`config.mk`:
```
export PLATFORM = sky130hd
export DESIGN_NAME = tune_window_seq
export DESIGN_NICKNAME = d
export VERILOG_FILES = /design/src/rtl/tws_pkg.sv /design/src/rtl/tws_ack_timer.sv /design/src/rtl/tws_streak.sv /design/src/rtl/tune_window_seq.sv
export SDC_FILE = /design/constraint.sdc
export NUM_CORES = 1
export LEC_CHECK = 0
export BUFFER_PORTS_ARGS = -buffer_cell sky130_fd_sc_hd__buf_2
export CORE_MARGIN = 8
export CORE_UTILIZATION = 60
export CTS_BUF_LIST = sky130_fd_sc_hd__clkbuf_4
export CTS_CLUSTER_DIAMETER = 30
export CTS_CLUSTER_SIZE = 40
export DETAILED_ROUTE_END_ITERATION = 12
export PLACE_DENSITY = 0.85
export SKIP_LAST_GASP = 1
export SLEW_MARGIN = 20
export SYNTH_ARGS = -nofsm -noshare
export SYNTH_HDL_FRONTEND = slang
export SYNTH_SLANG_ARGS = --single-unit
export TNS_END_PERCENT = 50
```
`constraint.sdc`:
```
create_clock -name clk -period 4.55 [get_ports clk]
set_input_delay 1.1375 -clock clk [delete_from_list [all_inputs] [get_ports clk]]
set_output_delay 1.1375 -clock clk [all_outputs]
set_load 0.05 [all_outputs]
```
`src/rtl/tws_pkg.sv`:
```
package tws_pkg;

   typedef enum logic [1:0] {
      ST_IDLE  = 2'd0,
      ST_UPD   = 2'd1,
      ST_GAP   = 2'd2,
      ST_TRIAL = 2'd3
   } tws_state_e;

endpackage

```
`src/rtl/tws_ack_timer.sv`:
```
module tws_ack_timer #(
   parameter int unsigned LIMIT = 250,
   localparam int unsigned CNT_W = (LIMIT > 1) ? $clog2(LIMIT) : 1
) (
   input  logic clk,
   input  logic rst_n,
   input  logic run_i,
   input  logic ack_i,
   output logic expire_o
);

   generate
      if (LIMIT == 0) begin : g_no_limit
         assign expire_o = 1'b0;
      end else begin : g_count
         logic [CNT_W-1:0] cnt_q;

         assign expire_o = run_i && !ack_i && (cnt_q == CNT_W'(LIMIT - 1));

         always_ff @(posedge clk or negedge rst_n) begin
            if (!rst_n) begin
               cnt_q <= '0;
            end else if (!run_i || ack_i || expire_o) begin
               cnt_q <= '0;
            end else begin
               cnt_q <= cnt_q + 1'b1;
            end
         end
      end
   endgenerate

endmodule

```
`src/rtl/tws_streak.sv`:
```
module tws_streak #(
   parameter int unsigned TAP_W = 6,
   parameter int unsigned LEN_W = 6
) (
   input  logic             clk,
   input  logic             rst_n,
   input  logic             clr_i,
   input  logic             hit_i,
   input  logic             miss_i,
   input  logic [TAP_W-1:0] tap_i,
   output logic [LEN_W-1:0] nxt_len_o,
   output logic [TAP_W-1:0] nxt_end_o
);

   logic [LEN_W-1:0] run_q, best_q, run_d;
   logic [TAP_W-1:0] end_q;

   always_comb begin
      run_d     = run_q;
      nxt_len_o = best_q;
      nxt_end_o = end_q;
      if (miss_i) begin
         run_d = '0;
      end else if (hit_i) begin
         run_d = run_q + 1'b1;
         if (run_d > best_q) begin
            nxt_len_o = run_d;
            nxt_end_o = tap_i;
         end
      end
   end

   always_ff @(posedge clk or negedge rst_n) begin
      if (!rst_n) begin
         run_q  <= '0;
         best_q <= '0;
         end_q  <= '0;
      end else if (clr_i) begin
         run_q  <= '0;
         best_q <= '0;
         end_q  <= '0;
      end else begin
         run_q  <= run_d;
         best_q <= nxt_len_o;
         end_q  <= nxt_end_o;
      end
   end

endmodule

```
`src/rtl/tune_window_seq.sv`:
```
module tune_window_seq
   import tws_pkg::*;
#(
   parameter int unsigned TAP_W     = 6,
   parameter int unsigned NUM_TAPS  = 40,
   parameter int unsigned ACK_LIMIT = 250,
   localparam int unsigned LEN_W    = $clog2(NUM_TAPS + 1)
) (
   input  logic             clk,
   input  logic             rst_n,
   input  logic             start_i,
   output logic             done_o,
   output logic             err_o,
   output logic [TAP_W-1:0] tap_o,
   output logic             tap_upd_o,
   input  logic             tap_ack_i,
   output logic             trial_req_o,
   input  logic             trial_vld_i,
   input  logic             trial_pass_i
);

   generate
      if (NUM_TAPS < 1 || NUM_TAPS > (1 << TAP_W)) begin : g_bad_cfg
         $error("tune_window_seq: tap count does not fit the tap field");
      end
   endgenerate

   tws_state_e       st_q, st_d;
   logic             ph_q, ph_d;
   logic             fin_q, fin_d;
   logic [TAP_W-1:0] tap_q, tap_d;
   logic             done_q, done_d;
   logic             err_q, err_d;
   logic             clr;

   logic             upd_act, expire, trial_done, upd_fail, step, hit, miss, last_tap;
   logic [LEN_W-1:0] nxt_len;
   logic [TAP_W-1:0] nxt_end, centre;

   assign upd_act    = (st_q == ST_UPD);
   assign trial_done = (st_q == ST_TRIAL) && trial_vld_i;
   assign upd_fail   = upd_act && expire && !fin_q;
   assign hit        = trial_done && trial_pass_i;
   assign miss       = (trial_done && !trial_pass_i) || upd_fail;
   assign step       = trial_done || upd_fail;
   assign last_tap   = (tap_q == TAP_W'(NUM_TAPS - 1));
   assign centre     = nxt_end - TAP_W'(nxt_len >> 1);

   tws_ack_timer #(
      .LIMIT (ACK_LIMIT)
   ) i_timer (
      .clk      (clk),
      .rst_n    (rst_n),
      .run_i    (upd_act),
      .ack_i    (tap_ack_i),
      .expire_o (expire)
   );

   tws_streak #(
      .TAP_W (TAP_W),
      .LEN_W (LEN_W)
   ) i_streak (
      .clk       (clk),
      .rst_n     (rst_n),
      .clr_i     (clr),
      .hit_i     (hit),
      .miss_i    (miss),
      .tap_i     (tap_q),
      .nxt_len_o (nxt_len),
      .nxt_end_o (nxt_end)
   );

   always_comb begin
      st_d   = st_q;
      ph_d   = ph_q;
      fin_d  = fin_q;
      tap_d  = tap_q;
      done_d = 1'b0;
      err_d  = 1'b0;
      clr    = 1'b0;

      case (st_q)
         ST_IDLE: begin
            if (start_i) begin
               st_d  = ST_UPD;
               ph_d  = 1'b0;
               fin_d = 1'b0;
               tap_d = '0;
               clr   = 1'b1;
            end
         end
         ST_UPD: begin
            if (tap_ack_i) begin
               if (!ph_q) begin
                  st_d = ST_GAP;
               end else if (fin_q) begin
                  st_d   = ST_IDLE;
                  done_d = 1'b1;
               end else begin
                  st_d = ST_TRIAL;
               end
            end else if (expire && fin_q) begin
               st_d  = ST_IDLE;
               err_d = 1'b1;
            end
         end
         ST_GAP: begin
            st_d = ST_UPD;
            ph_d = 1'b1;
         end
         default: begin
         end
      endcase

      if (step) begin
         ph_d = 1'b0;
         if (last_tap) begin
            if (nxt_len == '0) begin
               st_d  = ST_IDLE;
               err_d = 1'b1;
            end else begin
               st_d  = ST_UPD;
               tap_d = centre;
               fin_d = 1'b1;
            end
         end else begin
            st_d  = ST_UPD;
            tap_d = tap_q + 1'b1;
         end
      end
   end

   always_ff @(posedge clk or negedge rst_n) begin
      if (!rst_n) begin
         st_q   <= ST_IDLE;
         ph_q   <= 1'b0;
         fin_q  <= 1'b0;
         tap_q  <= '0;
         done_q <= 1'b0;
         err_q  <= 1'b0;
      end else begin
         st_q   <= st_d;
         ph_q   <= ph_d;
         fin_q  <= fin_d;
         tap_q  <= tap_d;
         done_q <= done_d;
         err_q  <= err_d;
      end
   end

   assign done_o      = done_q;
   assign err_o       = err_q;
   assign tap_o       = tap_q;
   assign tap_upd_o   = upd_act;
   assign trial_req_o = (st_q == ST_TRIAL);

endmodule

```
# Word-level counts from Yosys, hierarchy flattened
# Index checks and enable logic that the tools add are counted.
totals:
  regBits: 38
  input_bits: 6
  output_inout_bits: 10
op_classes:
  add_sub_neg: 4
  magnitude_cmp: 1
  n_reduce_logical: 23
  muxes: 46
  eq_ne: 7
ops:
  columns: ["op", "n"]
  rows:
  - ["$mux 6", 16]
  - ["$mux 1", 20]
  - ["$mux 2", 7]
  - ["$add 6x1->6 const B", 2]
  - ["$add 8x1->8 const B", 1]
  - ["$eq 8x8->1 const B", 1]
  - ["$logic_and 1x1->1", 8]
  - ["$mux 8", 1]
  - ["$eq 6x6->1 const B", 1]
  - ["$gt 6x6->1", 1]
  - ["$logic_not 6->1", 1]
  - ["$pmux 2 s3", 1]
  - ["$reduce_bool 3->1", 2]
  - ["$sub 6x5->6", 1]
  - ["$eq 2x2->1 const B", 2]
  - ["$logic_not 1->1", 4]
  - ["$logic_or 1x1->1", 4]
  - ["$ne 4x4->1 const B", 1]
  - ["$reduce_bool 4->1", 1]
  - ["$ne 3x3->1 const B", 1]
  - ["$reduce_and 3->1", 1]
  - ["$eq 2x1->1 const B", 1]
  - ["$logic_not 2->1", 1]
  - ["$pmux 1 s2", 1]
  - ["$reduce_and 2->1", 1]

# Depth between registers and ports, before layout
# Gate-level depths: netlist (run 1).
depth:
  depth_word: 11
  ltp_mapped: 20

# Cells and area by module
# From an unflattened synthesis (run 1), not the netlist that was laid out.
hier_totals:
  hier_cells: 277
  area_unflattened_um2: 2707.6
modules_own_cells:
  columns: ["module", "seq_area_each_um2", "n_inst", "cells_per_inst", "area_per_inst_um2"]
  rows:
  - ["tws_streak", 450.4, 1, 124, 1305.0]
  - ["tune_window_seq", 300.3, 1, 109, 962.2]
  - ["tws_ack_timer", 200.2, 1, 44, 440.4]

# Worst setup path after synthesis (run 1)
# Ideal clock, no wire load.
synth_timing:
  kind: "reg2reg"
  from: "register i_streak.run_q[0]"
  to: "register tap_q[2], in the netlist tap_o[2]"
  path_stages_with_launch: 16
  required_ns: 4.419
  setup_slack_ns: 0.867
  arrival_ns: 3.551
  cell_sequence: "dfrtp_1 -> ha_1 -> and3_1 -> xor2_1 -> ha_1 -> and4_1 -> a31o_1 -> a31o_1 -> buf_6 -> clkbuf_1 -> mux2i_1 -> ha_1 -> fa_1 -> xor2_1 -> a21oi_1 -> or3_1"
synth_via:
  elab_chain_len: 9
  elab_cells_between_ends: 13
  cone_classes: "add/sub (2); order compare (1); mux (9); reduce/logical (1)"
synth_lines:
  columns: ["item", "line", "rtl"]
  rows:
  - ["from (decl)", "tws_streak.sv:15", "logic [LEN_W-1:0] run_q, best_q, run_d;"]
  - ["from (signal assigned)", "tws_streak.sv:43", "run_q <= run_d;"]
  - ["$add 6x1->6 *", "tws_streak.sv:25", "run_d = run_q + 1'b1;"]
  - ["$gt 6x6->1", "tws_streak.sv:26", "if (run_d > best_q) begin"]
  - ["$mux 6", "tws_streak.sv:26", null]
  - ["$mux 6", "tws_streak.sv:24", "end else if (hit_i) begin"]
  - ["$mux 6", "tws_streak.sv:22", "if (miss_i) begin"]
  - ["$sub 6x5->6 / $logic_not 6->1 (equally long branches)", "tune_window_seq.sv:47, tune_window_seq.sv:118", null]
  - ["$mux 6 *", "tune_window_seq.sv:118", "if (nxt_len == '0) begin"]
  - ["$mux 6 *", "tune_window_seq.sv:117", "if (last_tap) begin"]
  - ["$mux 6 *", "tune_window_seq.sv:115", "if (step) begin"]
  - ["via tap_d[2]", "tune_window_seq.sv:31", "logic [TAP_W-1:0] tap_q, tap_d;"]
  - ["to (signal assigned)", "tune_window_seq.sv:145", "tap_q <= tap_d;"]
  - ["to (decl)", "tune_window_seq.sv:31", null]
# The timed path passes the listed nets; every way through them passes the cells marked *.
# A chain may end at the register's enable or synchronous reset.

# Final worst setup path (run 1)
layout_timing:
  from: "register i_streak.run_q[0]"
  to: "register tap_q[5], in the netlist tap_o[5]"
# The elaborated chain is that of the path after synthesis.

==> results of run 1 <==
-- synth_stat cells (4+ instances only) --
library cell / count
dfrtp_1: 38
nor2_1: 28
nand2_1: 19
nand3_1: 16
ha_1: 15
inv_1: 12
o21ai_0: 11
a21oi_1: 10
xor2_1: 9
and2_1: 7
and3_1: 5
mux2i_1: 5
nor3_1: 5
xnor2_1: 5
mux2_2: 4
-- routing by layer --
| metal | vias up | GRT usage, % |
|---|---|---|
| met3 | 5 | 4.21 |
| li1 | 908 | - |
| met1 | 851 | 18.8 |
| met5 | - | 0 |
| met4 | 0 | 5.37 |
| met2 | 26 | 27.3 |
-- timing repair --
| action | in CTS | in global routing |
|---|---|---|
| hold endpoints to repair | 0 | 0 |
| gates resized for setup | 0 | 1 |
| setup endpoints to repair | 0 | 2 |
-- per-stage QoR --
step                hold slack (ns)  total power [mW]  instances  util, %
finish                        0.502              1.28        310     67.1
global route                  0.528              1.39        310     67.1
CTS                           0.507              1.29        310     67.1
detailed placement            0.492              1.11        302     65.7
global placement              0.485              1.10        302     65.7
floorplan                     0.461             0.975        246        -
-- cell type report --
cell class	count	area (um^2)
multi-input cells	189	1290
fillers	297	1210
flip-flops and latches	38	951
repair buffers	15	75.1
well taps	48	60.1
inverters	12	45.0
clock buffers	5	37.5
clock inverters	3	16.3
-- cells by family (layout without fill, tap and decap cells) --
logic type | Yosys count | after routing | share of synthesized area, %
AOI/OAI and AO/OA | 43 | 43 | 12.2
xor gates and xnor gates | 14 | 14 | 5.28
adders and majority gates | 16 | 16 | 8.94
buffers and inverters | 19 | 35 | 3.50
DFF | 38 | 38 | 40.9
muxes | 10 | 10 | 5.06
and+or+nand+nor | 106 | 106 | 24.1
-- state kept, by name, summed over array words and instances (netlist names) --
signal / flops
i_streak.run_q: 6
done_o: 1
err_o: 1
i_timer.g_count.cnt_q: 8
i_streak.best_q: 6
ph_q: 1
tap_o: 6
fin_q: 1
st_q: 2
i_streak.end_q: 6
-- how the worst max path moves through the flow --
stage	cells after the start	slack [ns]	endpoint	from
2_1_floorplan	15	0.87	tap_o[2]	i_streak.run_q[0]
6_report	16	0.51	tap_o[5]	i_streak.run_q[0]
3_3_place_gp	13	0.52	tap_o[2]	i_streak.run_q[0]
3_5_place_dp	16	0.33	tap_o[5]	i_streak.run_q[0]
5_1_grt	16	0.16	tap_o[5]	i_streak.run_q[0]
4_1_cts	16	0.30	tap_o[5]	i_streak.run_q[0]
-- power by group through the flow --
stage | clock network (mW) | logic [mW] | registers, mW
floorplan | 0 | 0.473 | 0.501
global placement | 0 | 0.636 | 0.469
detailed placement | 0 | 0.643 | 0.471
CTS | 0.173 | 0.648 | 0.464
global route | 0.185 | 0.731 | 0.475
finish | 0.168 | 0.648 | 0.467
-- worst register-to-register path: stages, from the launching register on --
cell and delay (ns):
dfrtp_1 0.49, ha_1 0.30, and3_1 0.25, xor2_1 0.26, ha_1 0.29, and4_1 0.16, o21ai_0 0.08, a31o_2 0.47
mux2i_1 0.41, inv_1 0.10, ha_1 0.29, nor2b_1 0.14, nor3_1 0.18, o21bai_1 0.10, a21oi_1 0.17, xor2_1 0.18
o21ai_1 0.08
==> reports/metrics.cfg, run 1 <==
[run_status]
status=finished clean

[route]
drt.antenna.violating_nets=0
dr.pass1.iters=5
drt_iter0_markers=136
routed_wl_um=4670
top_layer=met4
dr_wl_met2_um=2350
drc_errors=0
vias=1790
met1_length_um=2110
viasPerCell=5.77
wl_per_cell_um=15.1
dr_wl_met3_um=150

[pwr]
clkPwrFrac_pct=13.1
p_leak_nw=1.22
pwr-share-comb_pct=50.5
sequentialPowerShare_pct=36.4
p_switching_uw=582
power.density_nw_per_um2=518
ir_drop_mv=0.323
p_int_uw=700
swShare_pct=45.4

[setup_path]
end_kind=flop
start_kind=flop
crit_buf_inv=1
cp_data_arrival_time_ns=4.27
rr_worst_depth=16
slowest_delay_ns=0.49
criticalPathCategory=flop to flop
crit_chain=ha_1 -> and3_1 -> xor2_1 -> ha_1 -> and4_1 -> o21ai_0 -> a31o_2 -> mux2i_1 -> inv_1 -> ha_1 -> nor2b_1 -> nor3_1 -> o21bai_1 -> a21oi_1 -> xor2_1 -> o21ai_1
regToRegStartpoint=i_streak.run_q[0]
cp_top_family=compound AO/OA/AOI/OAI gates
crit_path_frequent_cell=ha_1
critical_path.slowest_cell=dfrtp_1
timing.rr.end=tap_o[5]
crit_fanout=18
cp_data_required_time_ns=4.79
r2r_slack_ns=0.51

[clock_network]
cts_made_buffers=5
clk_pin_slew_worst_paths_ns=0.11
cts_tree=built
cts.path.max_buffers=2
clk_latency_ns=0.35
cts_setup_buffers=0
cts_sinks=38
cts_hold_buf=0
cts_root_buffer=clkbuf_4
h-tree-depth=2

[die]
coreArea_um2=3690
io_pins=16
die_y_um=78.2
row_count=22
die_w_um=78.2
start_util_pct=63.0
die-area_um2=6120

[timing]
finalSetupTns_ns=0
tightest_slew_ns=0.892
setup_viol=0
hold_violations=0
skew_ns=0.0205
layout_setup_ws_ns=0.514
max_slew_margin_pct=40.1
slew_violations=0
rsz0062_at_grt=no
period_share_pct=88.7
post-route-min-period_ns=4.04
fmax_mhz=248

[place]
place_area_um2=2420
io_buffers=15
gp_congestion=0.868
place_ws_ns=0.330
dp_hpwl_um=3460

[yosys]
synthDistinctLibCells=52
synth_top_area_cell=dfrtp_1
synth_async_sr_flop_share_pct=100
synth_top_flop_cell=dfrtp_1
yosysSeqAreaShare_pct=40.9
synth_top_area_share_pct=40.9
netlist_area_um2=2320
syn_avg_cell_area_um2=9.45
synth-edff-count=0
synth.area.top_cells=dfrtp_1, ha_1, nor2_1
synthCells=246
yosysWarnings=0
synth_fp_nets=268
synth-seq-cells=38

[grt]
grt_pass1_wl_um=7930
grt_overflow=0
antenna_found_initial=0
grt_pass1_vias=1796
grt_start_max_net_pins=39
grt_use_total_pct=15.9

[hold_path]
min_to=i_timer.g_count.cnt_q[0]
min_path_cells=1
hold_start=i_timer.g_count.cnt_q[0]
hp-class=flop to flop

[layout]
layout-drive-gt1-share_pct=13.0
n_antenna_cell=0
fin_nets=283
area_growth_pct=6.57
fin_area_um2=2480
layout_common_cells=dfrtp_1, nor2_1, nand2_1, nand3_1
mostFrequentLayoutCell=dfrtp_1

[job]
max_cap_violations=0

Power figures use the tool's default switching activity.
==> run 2, diff against run 1 <==
CORE_UTILIZATION = 62   (was 60)
PLACE_DENSITY = 0.87   (was 0.85)
==> run 2 against run 1 <==
  * Largest power group unchanged
  * Register-to-register slack gained 0.04 ns
  * Combinational power grew 2%
  * Sequential power is essentially flat
  * Worst setup slack gained 0.045 ns
  * Utilization grew 1.2 points
  * Hold slack gained 0.0041 ns
  * Largest cell class unchanged
  * Die area shrank 2.6%
==> reports/metrics.cfg, run 2 (synthesis results as in run 1) <==
[run_status]
status=finished clean

[setup_path]
start_kind=flop
timing.rr.end=tap_o[5]
rr_worst_depth=15  ; -1
crit_fanout=12  ; -6
regToRegStartpoint=i_streak.run_q[0]
criticalPathCategory=flop to flop
cp_data_arrival_time_ns=4.24  ; -0.03 ns
r2r_slack_ns=0.56  ; +0.04 ns
end_kind=flop
cp_data_required_time_ns=4.80  ; about the same

[pwr]
power.density_nw_per_um2=523  ; +0.90%
p_leak_nw=1.23  ; +0.70%
ir_drop_mv=0.395  ; +23%
pwr-share-comb_pct=50.8  ; +0.3 points
p_switching_uw=589  ; +1.0%
swShare_pct=45.3  ; -0.072 points
p_int_uw=710  ; +1.3%
sequentialPowerShare_pct=36.0  ; -0.4 points
clkPwrFrac_pct=13.2  ; about the same

[clock_network]
clk_pin_slew_worst_paths_ns=0.10  ; about the same
cts_root_buffer=clkbuf_4
clk_latency_ns=0.35  ; about the same
cts_setup_buffers=0  ; unchanged
cts.path.max_buffers=2  ; unchanged
cts_hold_buf=0  ; unchanged
cts-resized-gates=0  ; unchanged
h-tree-depth=2  ; unchanged
cts_sinks=38  ; unchanged
cts_tree=built
cts_made_buffers=5  ; unchanged

[die]
die_y_um=77.2  ; -1.3%
die_w_um=77.2  ; -1.3%
start_util_pct=63.9  ; +0.95 points
coreArea_um2=3630  ; -1.5%
io_pins=16  ; unchanged
row_count=22  ; unchanged
die-area_um2=5960  ; -2.6%

[timing]
layout_setup_ws_ns=0.559  ; +0.0448 ns
finalSetupTns_ns=0  ; unchanged
fmax_mhz=251  ; +1.1%
setup_viol=0  ; unchanged
hold_violations=0  ; unchanged
tightest_slew_ns=0.954  ; +0.0623 ns
post-route-min-period_ns=3.99  ; -0.0448 ns
max_slew_margin_pct=35.9  ; -4.2 points
skew_ns=0.00769  ; -0.0128 ns
rsz0062_at_grt=no
period_share_pct=87.7  ; -0.98 points
slew_violations=0  ; unchanged

[place]
dp_hpwl_um=3500  ; +0.97%
io_buffers=15  ; unchanged
place_ws_ns=0.623  ; +0.293 ns
gp_congestion=0.888  ; +2.2%
dp_cells=303  ; +0.33%
place_area_um2=2430  ; +0.31%

[route]
met1_length_um=2100  ; -0.71%
dr.pass1.iters=4  ; -1
drt_iter0_markers=123  ; -9.6%
routed_wl_um=4690  ; +0.49%
wl_per_cell_um=15.1  ; +0.17%
drt.antenna.violating_nets=0  ; unchanged
dr_wl_met2_um=2380  ; +1.0%
top_layer=met4
drc_errors=0  ; unchanged
dr_wl_met3_um=139  ; -7.3%
vias=1820  ; +1.7%
viasPerCell=5.85  ; +1.3%

[layout]
largest-register=i_timer.g_count.cnt_q
finish.utilization_pct=68.4  ; +1.2 points
layout_common_cells=dfrtp_1, nor2_1, nand2_1, nand3_1
layout-drive-gt1-share_pct=12.9  ; -0.049 points
largest_reg_flops=8  ; unchanged
fin_area_um2=2480  ; +0.30%
n_antenna_cell=0  ; unchanged
instances_no_fill=311  ; +0.32%
mostFrequentLayoutCell=dfrtp_1
area_growth_pct=6.89
fin_nets=284  ; +0.35%

[grt]
grt_pass1_wl_um=8340  ; +5.1%
grt_pass1_vias=1847  ; +2.8%
grt_overflow=0  ; unchanged
antenna_found_initial=0  ; unchanged
grt_use_total_pct=16.6  ; +0.69 points
grt_start_max_net_pins=39  ; unchanged

[hold_path]
hold_start=i_timer.g_count.cnt_q[0]
min_path_cells=1  ; unchanged
min_to=i_timer.g_count.cnt_q[0]
hp-class=flop to flop

[job]
max_cap_violations=0  ; unchanged

==> run 2: worst max path at each step <==
stage / startpoint / endpoint / slack [ns] / depth (start not counted)
2_1_floorplan: i_streak.run_q[0] / tap_o[2] / 0.87 / 15
3_3_place_gp: i_streak.run_q[0] / tap_o[5] / 0.77 / 15
3_5_place_dp: i_streak.run_q[0] / tap_o[5] / 0.62 / 15
4_1_cts: i_streak.run_q[0] / tap_o[5] / 0.59 / 15
5_1_grt: i_streak.run_q[0] / tap_o[5] / 0.17 / 15
6_report: i_streak.run_q[0] / tap_o[5] / 0.56 / 15
==> run 2: power groups by stage <==
| stage | clock [mW] | combinational [mW] | sequential [mW] |
|---|---|---|---|
| 5_1_grt | 0.189 | 0.735 | 0.478 |
| 4_1_cts | 0.176 | 0.657 | 0.466 |
| 3_3_place_gp | 0 | 0.637 | 0.470 |
| 2_1_floorplan | 0 | 0.473 | 0.501 |
| 6_report | 0.171 | 0.660 | 0.467 |
| 3_5_place_dp | 0 | 0.649 | 0.473 |
==> run 2: through the flow <==
| stage | hold slack, ns | power [mW] |
|---|---|---|
| 4_1_cts | 0.510 | 1.30 |
| 3_5_place_dp | 0.495 | 1.12 |
| 3_3_place_gp | 0.488 | 1.11 |
| 6_report | 0.506 | 1.30 |
| 5_1_grt | 0.529 | 1.40 |
| 2_1_floorplan | 0.461 | 0.975 |
==> run 2: critical path: stages (launching register included) <==
cell,delay (ns)
dfrtp_1,0.49
ha_1,0.31
and3_1,0.27
xor2_1,0.25
ha_1,0.29
and4_1,0.18
o21ai_0,0.07
a31o_1,0.31
buf_4,0.26
mux2_2,0.37
ha_1,0.34
o21ai_0,0.24
o21bai_1,0.09
a21oi_1,0.18
xor2_1,0.17
o21ai_1,0.07
==> run 2: layer usage <==
layer,vias up,global-route usage [%]
met3,10,3.38
met4,0,6.23
li1,907,-
met1,875,20.1
met2,28,28.1
met5,-,0
==> run 2: final cells by class <==
type	instances	area, um^2
Multi-Input combinational cell	189	1290
Fill cell	308	1150
Sequential cell	38	951
Timing Repair Buffer	16	82.6
Tap cell	48	60.1
Clock buffer	6	45.0
Inverter	12	45.0
Clock inverter	2	8.76
==> run 3, diff against run 2 <==
CORE_UTILIZATION = 63   (was 62)
PLACE_DENSITY = 0.88   (was 0.87)
SYNTH_HIERARCHICAL = 1   (was not set)
==> run 3 against run 2 <==
  * Non-clock buffer count is 3 higher
  * Combinational power rose by 19%
  * Synthesized area is 17% higher
  * Routed wire length is 13% higher
  * Hold slack better by 0.034 ns
  * Clock skew is 0.0040 ns higher
  * Via count up 12%
  * Utilization down 0.62 points
  * Total power is 11% higher
  * Critical endpoint unchanged
  * Largest power group unchanged
  * Highest routed layer unchanged
==> reports/metrics.cfg, run 3 <==
[run_status]
status=finished clean

[timing]
setup_viol=0  ; unchanged
max_slew_margin_pct=41.9  ; +6.0 points
hold_violations=0  ; unchanged
period_share_pct=92.4  ; +4.7 points
fmax_mhz=238  ; -5.1%
post-route-min-period_ns=4.20  ; +0.213 ns
tightest_slew_ns=0.871  ; -0.0826 ns
skew_ns=0.0117  ; +0.00402 ns
slew_violations=0  ; unchanged
finalSetupTns_ns=0  ; unchanged
rsz0062_at_grt=no
whs_ns=0.540  ; +0.0338 ns

[die]
row_count=24  ; +9.1%
start_util_pct=63.9  ; about the same
die_w_um=81.6  ; +5.6%
die-area_um2=6650  ; +12%
die_y_um=81.6  ; +5.6%
coreArea_um2=4230  ; +17%
io_pins=16  ; unchanged

[pwr]
sequentialPowerShare_pct=33.9  ; -2.1 points
clkPwrFrac_pct=11.8  ; -1.4 points
pwr-share-comb_pct=54.3  ; +3.5 points
p_switching_uw=653  ; +11%
p_leak_nw=1.25  ; +1.6%
ir_drop_mv=0.155  ; -61%
swShare_pct=45.1  ; -0.25 points
p_int_uw=795  ; +12%
p_total_mw=1.45  ; +11%
power.density_nw_per_um2=505  ; -3.4%

[grt]
grt_pass1_vias=2049  ; +11%
grt_use_total_pct=17.2  ; +0.63 points
grt_overflow=0  ; unchanged
grt_start_max_net_pins=39  ; unchanged
antenna_found_initial=0  ; unchanged
grt_pass1_wl_um=9020  ; +8.2%

[job]
max_cap_violations=0  ; unchanged

[clock_network]
clk_latency_ns=0.34  ; about the same
cts_root_buffer=clkbuf_4
clk_pin_slew_worst_paths_ns=0.12  ; +0.02 ns
h-tree-depth=2  ; unchanged
cts_hold_buf=0  ; unchanged
cts_made_buffers=5  ; unchanged
cts-resized-gates=0  ; unchanged
cts_sinks=38  ; unchanged
cts_setup_buffers=0  ; unchanged
cts.path.max_buffers=2  ; unchanged
cts_tree=built

[setup_path]
slowest_delay_ns=0.33  ; -0.16 ns
cp_top_family=simple AND/OR/NAND/NOR gates
start_kind=input pin
r2r_slack_ns=0.38  ; -0.18 ns
critical_path.slowest_cell=nor4_1
crit_fanout=14  ; +2
crit_chain=buf_2 -> nand2b_1 -> nor4_1 -> nor3b_2 -> o21ai_2 -> a21oi_1 -> nor2b_1 -> o21ai_1 -> a31oi_4 -> buf_4 -> mux2_4 -> inv_1 -> ha_1 -> nor2b_1 -> o31a_1 -> o22ai_1 -> mux2i_1 -> o21ai_0
critical_path.startpoint=tap_ack_i
cp_data_arrival_time_ns=4.43  ; +0.19 ns
cp_data_required_time_ns=4.78  ; -0.02 ns
crit_buf_inv=3  ; +2
end_kind=flop
criticalPathCategory=input pin to flop
crit_path_frequent_cell=nor2b_1
regToRegStartpoint=st_q[0]

[place]
gp_congestion=0.851  ; -4.1%
dp_cells=340  ; +12%
dp_hpwl_um=3950  ; +13%
io_buffers=15  ; unchanged

[layout]
area_growth_pct=5.91
instances_no_fill=348  ; +12%
n_antenna_cell=0  ; unchanged
largest_reg_flops=8  ; unchanged
layout_common_cells=dfrtp_1, nand2b_1, nor2_1, inv_1
fill_cells=329  ; +6.8%
largest-register=i_timer/g_count.cnt_q
mostFrequentLayoutCell=dfrtp_1
fin_nets=317  ; +12%
layout-drive-gt1-share_pct=18.6  ; +5.7 points

[yosys]
synth_fp_nets=299  ; +12%
synthTopCellsByCount=dfrtp_1, nand2b_1, nor2_1
netlist_area_um2=2710  ; +17%
synth_async_sr_flop_share_pct=100  ; unchanged
synth_most_common_cell=dfrtp_1
yosysWarnings=6  ; +6
synthCells=277  ; +13%
yosysSeqAreaShare_pct=35.1  ; -5.8 points
syn_avg_cell_area_um2=9.77  ; +3.5%
synthDistinctLibCells=63  ; +21%
synth.area.top_cells=dfrtp_1, ha_1, nand2b_1
synth-seq-cells=38  ; unchanged
synth_top_area_share_pct=35.1  ; -5.8 points
synth-edff-count=0  ; unchanged
synth_top_flop_cell=dfrtp_1
synth_top_area_cell=dfrtp_1

[route]
drt_iter0_markers=95  ; -23%
wl_per_cell_um=15.3  ; +1.3%
vias=2038  ; +12%
drt.antenna.violating_nets=0  ; unchanged
dr.pass1.iters=4  ; unchanged
drc_errors=0  ; unchanged
viasPerCell=5.86  ; about the same
routed_wl_um=5320  ; +13%

[hold_path]
hold_start=i_timer/g_count.cnt_q[0]
hp-class=flop to flop

run 3: cell count changes after synthesis, sizes merged, moves of 3 or more:
cell    delta
nor2b      +3
nand2      -6
xnor2      +3
nand3      -7
mux2i      +8
a32o       -3
inv        +9
nand4b     +3
nor2       -5
and2       -5
nand2b    +21
xor2       -3
mux2       +8
nor3       -3
run 3: worst reg2reg max path: cells and delay by family, from the launching register on:
kind	cells	cell delay [ns]
compound gates	7	1.02
fa+ha+maj	1	0.24
buf+inv	2	0.34
flops	1	0.54
mux	2	0.54
simple gates	6	1.39
run 3: layer usage:
metal	vias up	track usage (%)	wire length, um
met5	-	0	0
met4	0	6.07	81
met3	11	3.28	313
met2	57	29.8	2580
met1	969	20.7	2340
li1	1001	-	-
run 3: final cells by class:
class | count | area [um^2] | share of cell area [%]
multi-input combinational | 209 | 1610 | 56.2
tap | 52 | 65.1 | 2.27
timing repair buffer | 19 | 105 | 3.66
inverter | 22 | 82.6 | 2.88
clock buffer | 6 | 45.0 | 1.57
sequential | 38 | 951 | 33.2
clock inverter | 2 | 8.76 | 0.305
run 3: power by group through the flow:
stage / Combinational, mW / Sequential, mW / Clock (mW)
2_1_floorplan: 0.618 / 0.504 / 0
4_1_cts: 0.782 / 0.489 / 0.179
5_1_grt: 0.859 / 0.502 / 0.192
3_5_place_dp: 0.775 / 0.495 / 0
6_report: 0.785 / 0.491 / 0.171
3_3_place_gp: 0.744 / 0.490 / 0
run 3: worst paths after layout:
kind,endpoint,depth (start not counted)
min in group asynchronous,i_timer/g_count.cnt_q[2],1
min,i_timer/g_count.cnt_q[0],1
min reg2reg,i_timer/g_count.cnt_q[0],1
max in group asynchronous,i_streak/best_q[2],1
max,tap_o[5],18
max reg2reg,tap_o[5],18
run 3: cells by family (layout without fill, tap and decap cells):
logic type | after synthesis | count (layout) | synth area share (%)
AO/OA/AOI/OAI | 46 | 46 | 12.6
AND/OR/NAND/NOR | 107 | 107 | 23.3
flip-flops | 38 | 38 | 35.1
adder cells (fa/ha/maj) | 16 | 16 | 7.67
buffers and inverters | 30 | 49 | 5.50
XOR/XNOR | 14 | 14 | 4.53
multiplexers | 26 | 26 | 11.3
run 3: metrics by stage:
stage / instance area (um^2) / utilization (%) / setup WS [ns]
after floorplan: 2710 / - / 0.0802
after global placement: 2810 / 66.5 / 0.148
after detailed placement: 2810 / 66.5 / 0.0344
after CTS: 2870 / 67.7 / 0.392
after global routing: 2870 / 67.7 / 0.173
final: 2870 / 67.7 / 0.346
